[config.mk]
export PLATFORM = sky130hd
export DESIGN_NAME = flash_wr_gate
export DESIGN_NICKNAME = d
export VERILOG_FILES = /design/src/rtl/flash_wr_gate.sv
export SDC_FILE = /design/constraint.sdc
export NUM_CORES = 1
export LEC_CHECK = 0
export BUFFER_PORTS_ARGS = -buffer_cell sky130_fd_sc_hd__buf_2
export CAP_MARGIN = 20
export CORE_UTILIZATION = 30
export DETAILED_ROUTE_END_ITERATION = 16
export PLACE_DENSITY_LB_ADDON = 0.2
export SKIP_CTS_REPAIR_TIMING = 1
export SLEW_MARGIN = 15
export SYNTH_ARGS = -nofsm -noshare
export SYNTH_HDL_FRONTEND = slang
export SYNTH_SLANG_ARGS = --single-unit
[constraint.sdc]
create_clock -name clk -period 2.2 [get_ports clk]
set_input_delay 0.11 -clock clk [delete_from_list [all_inputs] [get_ports clk]]
set_output_delay 0.11 -clock clk [all_outputs]
set_load 0.01 [all_outputs]
[src/rtl/flash_wr_gate.sv]
module flash_wr_gate #(
  parameter int NSECT    = 8,
  parameter int GLITCH_N = 2,
  localparam int SECW    = (NSECT > 1) ? $clog2(NSECT) : 1,
  localparam int CW      = $clog2(GLITCH_N + 1)
) (
  input  logic             clk,
  input  logic             por_n,
  input  logic             supply_ok,
  input  logic             ce_n,
  input  logic             we_n,
  input  logic             oe_n,
  input  logic             hv_rst,
  input  logic             hv_a9,
  input  logic [6:0]       addr,
  input  logic [SECW-1:0]  sec_idx,
  input  logic             prot_set,
  output logic             wr_stb,
  output logic             unprot_req,
  output logic             rd_force,
  output logic [NSECT-1:0] sec_we
);

  logic [CW-1:0]    cnt;
  logic             plk;
  logic [NSECT-1:0] prot;

  wire pin_ok = !ce_n && !we_n && oe_n;
  wire live   = pin_ok && supply_ok && !plk;
  wire armed  = (cnt == CW'(GLITCH_N));
  wire ending = armed && !live && supply_ok;
  wire magic  = (hv_rst || hv_a9) && addr[6] && addr[1] && !addr[0];

  always_ff @(posedge clk or negedge por_n) begin
    if (!por_n) begin
      cnt        <= '0;
      plk        <= 1'b1;
      prot       <= '0;
      wr_stb     <= 1'b0;
      unprot_req <= 1'b0;
      rd_force   <= 1'b1;
    end else begin
      if (!supply_ok)  plk <= 1'b1;
      else if (we_n)   plk <= 1'b0;
      if (!live)       cnt <= '0;
      else if (!armed) cnt <= cnt + CW'(1);
      wr_stb     <= ending;
      unprot_req <= ending && magic;
      rd_force   <= !supply_ok;
      if (prot_set) prot[sec_idx] <= 1'b1;
    end
  end

  assign sec_we = (~prot | {NSECT{hv_rst}}) & {NSECT{supply_ok && !plk}};


  stb_single_chk: assert property (@(posedge clk) disable iff (!por_n)
    wr_stb |=> !wr_stb);

  supply_stb_chk: assert property (@(posedge clk) disable iff (!por_n)
    !supply_ok |=> !wr_stb);

  rd_force_chk: assert property (@(posedge clk) disable iff (!por_n)
    !supply_ok |=> rd_force);

  lockout_chk: assert property (@(posedge clk) disable iff (!por_n)
    (plk && !we_n) |=> !wr_stb);

  prot_keep_chk: assert property (@(posedge clk) disable iff (!por_n)
    (hv_rst && !prot_set) |=> $stable(prot));

  unprot_chk: assert property (@(posedge clk) disable iff (!por_n)
    unprot_req |-> wr_stb);

endmodule

# After elaboration in Yosys (flattened, before gate mapping)
# Index checks and enable logic that the tools add are counted.
[op_classes] n_eq_ne=3 bitwise=4 div=0 reduce_logical=19 n_mux=6 magnitude_cmp=2 n_addsub=1 multipliers=0 n_shift=0
[op_table] op="bitwise OR 8 bit" n=2
[op_table] op="logical AND 1 bit" n=12
[op_table] op="bitwise AND 8 bit" n=1
[op_table] op="NOT 8 bit" n=1
[op_table] op="logical NOT 1 bit" n=6
[op_table] op="less-than comparator 3 x 4 -> 1 bit (second input constant)" n=1
[op_table] op="2-to-1 mux 2 bit" n=2
[op_table] op="demux 1 bit (select 3 bit)" n=1
[op_table] op="greater-or-equal comparator 3 x 1 -> 1 bit (second input constant)" n=1
[op_table] op="2-to-1 mux 1 bit" n=3
[op_table] op="adder 2 x 1 -> 2 bit (second input constant)" n=1
[op_table] op="== test 2 bit (second input constant)" n=1
[op_table] op="inequality test 2 x 1 -> 1 bit (second input constant)" n=1
[op_table] op="inequality test 2 bit (second input constant)" n=1
[op_table] op="logical OR 1 bit" n=1
[totals] latch_bits=0 rom_bits=0 ramBits=0 out_inout_bits=11 memories=0 word_cells=41 reg_bits=14 input_bits=19

# Depth between registers and ports, before layout
[logic_depth] word_depth=9 ltp_mapped=4 depth_no_buf=4

# Worst setup path after synthesis
# No wires, ideal clock.
[synth_timing] kind="flip-flop to flip-flop" startpoint="register cnt[0]" endpoint="register cnt[1]" t_required_ns=2.106 n_path_buf=0 arrival_ns=1.106 path_stages_with_launch=5 setup_ns=0.094 period_less_slack_ns=1.200 slack_ns=1.000 path_cell_list="dfrtp_1 inv_1 ha_1 or2_2 a211oi_1"
[synth_via] elab_chain_len=3 elab_cells_between_ends=5 cone_classes="add/sub (1); eq/ne (2); mux (2)"
[synth_rtl] element="from (decl)" line="24" source="logic [CW-1:0] cnt;"
[synth_rtl] element="from (signal assigned)" line="46" source="else if (!armed) cnt <= cnt + CW'(1);"
[synth_rtl] element="adder 2 x 1 -> 2 bit" line="46"
[synth_rtl] element="2-to-1 mux 2 bit" line="46"
[synth_rtl] element="2-to-1 mux 2 bit" line="45" source="if (!live) cnt <= '0;"
# Several ways; a longest one is shown, not always the timed one. The select of a mux whose other input is x is not followed.
# A chain may end at the register's enable or synchronous reset.

# Worst setup path after layout
[layout_timing] startpoint="register plk" endpoint="output sec_we[2]"
[layout_via] elab_chain_len=3
[layout_rtl] element="from (decl)" line="25" source="logic plk;"
[layout_rtl] element="from (signal assigned)" line="37" source="plk <= 1'b1;"
[layout_rtl] element="from (signal assigned)" line="43" source="if (!supply_ok) plk <= 1'b1;"
[layout_rtl] element="from (signal assigned)" line="44" source="else if (we_n) plk <= 1'b0;"
[layout_rtl] element="logical NOT 1 bit" line="54" source="assign sec_we = (~prot | {NSECT{hv_rst}}) & {NSECT{supply_ok && !plk}};"
[layout_rtl] element="logical AND 1 bit" line="54"
[layout_rtl] element="bitwise AND 8 bit" line="54"
[layout_rtl] element="to (decl)" line="21" source="output logic [NSECT-1:0] sec_we"
# Every way passes these cells.

==> impl_metrics.tcl <==
set metrics [dict create \
    root_buffer "clkbuf_4" \
    relSlewSlack 0.751 \
    cp_top_family "flip-flops" \
    tightest_slew_ns 0.369 \
    ys_ff_latch 14 \
    cp_slowest_stage_delay_ns 0.54 \
    finalMaxSlewViolations 0 \
    place_congestion 0.697 \
    n_antenna_cell 0 \
    hold_violations 0 \
    cts_sinks 14 \
    synthCells 53 \
    synth_fp_nets 73 \
    cp-start-kind "register" \
    area_delta_synth_final_pct 34.8 \
    synth_seq_area_share 0.591 \
    finalSetupViolations 0 \
    whs_ns 0.0182 \
    netlist_top_cells_count "dfrtp_1 (12), a21oi_1 (8), inv_1 (6), a31o_2 (4), a41o_1 (3)" \
    cp.arrival_ns 1.38 \
    ys_warn_count 0 \
    dp_hpwl_um 989 \
    hp-class "input pin to register" \
    worst_slack_ns 0.708 \
    first_global_vias 487 \
    nets 105 \
    routedWlPerCell_um 12.3 \
    grt_first_pass_wirelength_um 2190 \
    grt-ovfl-total 0 \
    drc_errors 0 \
    min_from "we_n" \
    yosysMostFrequentCell "dfrtp_1" \
    period_share 0.678 \
    p_per_area_nw_per_um2 606 \
    r2r-start "cnt[0]" \
    ys_async_sr_fraction 1.00 \
    synthTopCellsByArea "dfrtp_1 (50%), dfstp_2 (8.8%), a21oi_1 (6.7%), a31o_2 (5.9%), a41o_1 (5.0%)" \
    start_util 0.331 \
    worstPathCellList "nand2b_1 > a21oi_1 > buf_2" \
    peakVddDrop_mv 0.279 \
    tritoncts "built" \
    synth_top_area_frac 0.503 \
    vias 520 \
    rows 15 \
    die-area_um2 2170 \
    ys.flop_type "dfrtp_1" \
    cts_max_level 1 \
    synthesis.area_um2 597 \
    synth_cell_type_count 22 \
    status "complete, no violations" \
    fmax_ghz 0.670 \
    dieWidth_um 46.6 \
    io_pins 30 \
    multi_input_area_um2 216 \
    register_area_um2 353 \
    wl_um 1340 \
    cp-startpoint "plk" \
    path_buf_inv 1 \
    core-area_um2 1800 \
    antenna_left 0 \
    setup_tns_ns 0 \
    dr.pass1.iters 4 \
    grt_max_degree 15 \
    maxCapViolCount 0 \
    layout-drive-gt1-share 0.417 \
    num-fill-cells 198 \
    postSynthAreaPerCell_um2 11.3 \
    clkTransAtPathRegs_ns 0.08 \
    grt_usage 0.150 \
    synth_edf_count 0 \
    cellLeakagePower_uw 0.000385 \
    worst_setup_path_end_kind "primary output" \
    finClkSkew_ns 0.000214 \
    io_buffers 25 \
    drtIter0Drc 9 \
    pre_cts_ws_ns 0.948 \
    clkLatencyLatePin_ns 0.27 \
    synth.largest_area_cell "dfrtp_1" \
    worstPathRequired_ns 2.09 \
    critical_path_class "register to primary output" \
    rsz0062_at_grt "no" \
    critPathSlowestCell "dfstp_2" \
    cp_max_fo 10 \
    cts_buffer_depth 2 \
    antenna_found_initial 0 \
    cts_buffers 3 \
    die_h_um 46.6 \
    period_minus_slack_ns 1.49 \
    vias_per_cell 4.77 \
]
worst register-to-register path: stages, from the launching register on:
cell      delay [ns]
dfrtp_1         0.37
inv_1           0.05
ha_1            0.24
or2_2           0.30
a211oi_1        0.21
worst paths after layout:
| path | endpoint | slack [ns] | cells after the start |
|---|---|---|---|
| max | sec_we[2] | 0.71 | 3 |
| min in group asynchronous | prot[0] | 0.25 | 2 |
| min reg2reg | prot[3] | 0.47 | 1 |
| max reg2reg | cnt[1] | 0.94 | 4 |
| max in group asynchronous | rd_force | 1.66 | 2 |
| min | plk | 0.02 | 2 |
power by group:
part / leakage (uW) / switching, uW / total, uW / internal [uW]
Clock: 0.0000150 / 79.8 / 150 / 70.2
Sequential: 0.000149 / 5.58 / 275 / 269
Combinational: 0.000221 / 34.1 / 62.8 / 28.7
per-layer routing:
metal / global-route usage / wire, um / vias to the layer above
li1: - / - / 255
met1: 0.206 / 616 / 252
met2: 0.211 / 657 / 11
met3: 0.0235 / 52 / 2
met4: 0.106 / 12 / 0
met5: 0 / 0 / -
cells in the final DEF, fill, tap and decap left out:
cell,synthesis,routed
buf_2,1,25
nor2_1,2,2
xor2_1,1,1
nor4b_1,1,1
or3b_1,1,1
a21oi_1,8,8
nor4_1,1,1
ha_1,1,1
a21o_1,1,1
dlygate4sd3_1,0,3
nand2_1,2,2
dfstp_2,2,2
o21ai_0,1,1
or2_2,1,1
o211ai_1,1,1
inv_1,6,6
a31o_2,4,4
nand2b_1,1,1
dfrtp_1,12,12
nor3_1,1,1
clkbuf_4,0,3
a41o_1,3,3
a211oi_1,1,1
nor2b_1,1,1
clkbuf_1,0,1
area by class of cell:
cell class                      instances  area share
Timing Repair Buffer                   28       0.193
Sequential cell                        14       0.439
Inverter                                6      0.0280
Tap cell                               25      0.0389
Clock buffer                            4      0.0327
Multi-Input combinational cell         32       0.269
kinds of logic (layout without fill, tap and decap cells):
| logic type | Yosys count | after routing | share of synthesized area |
|---|---|---|---|
| buffers and inverters | 7 | 38 | 0.0461 |
| DFF | 14 | 14 | 0.591 |
| AOI/OAI and AO/OA | 19 | 19 | 0.222 |
| adders and majority gates | 1 | 1 | 0.0210 |
| and+or+nand+nor | 11 | 11 | 0.105 |
| xor gates and xnor gates | 1 | 1 | 0.0147 |
through the flow:
stage,total power [uW],instances,utilization,area (um^2)
detailed placement,339,102,0.415,748
CTS,492,106,0.430,774
floorplan,303,53,-,597
finish,487,109,0.447,805
global route,514,109,0.447,805
global placement,338,102,0.415,748
registers in the layout, indices dropped and copies added, names as in the netlist:
name and count:
prot 8, cnt 2, plk 1, rd_force 1, wr_stb 1, unprot_req 1
Note: power is estimated with default switching activity, not from simulation.
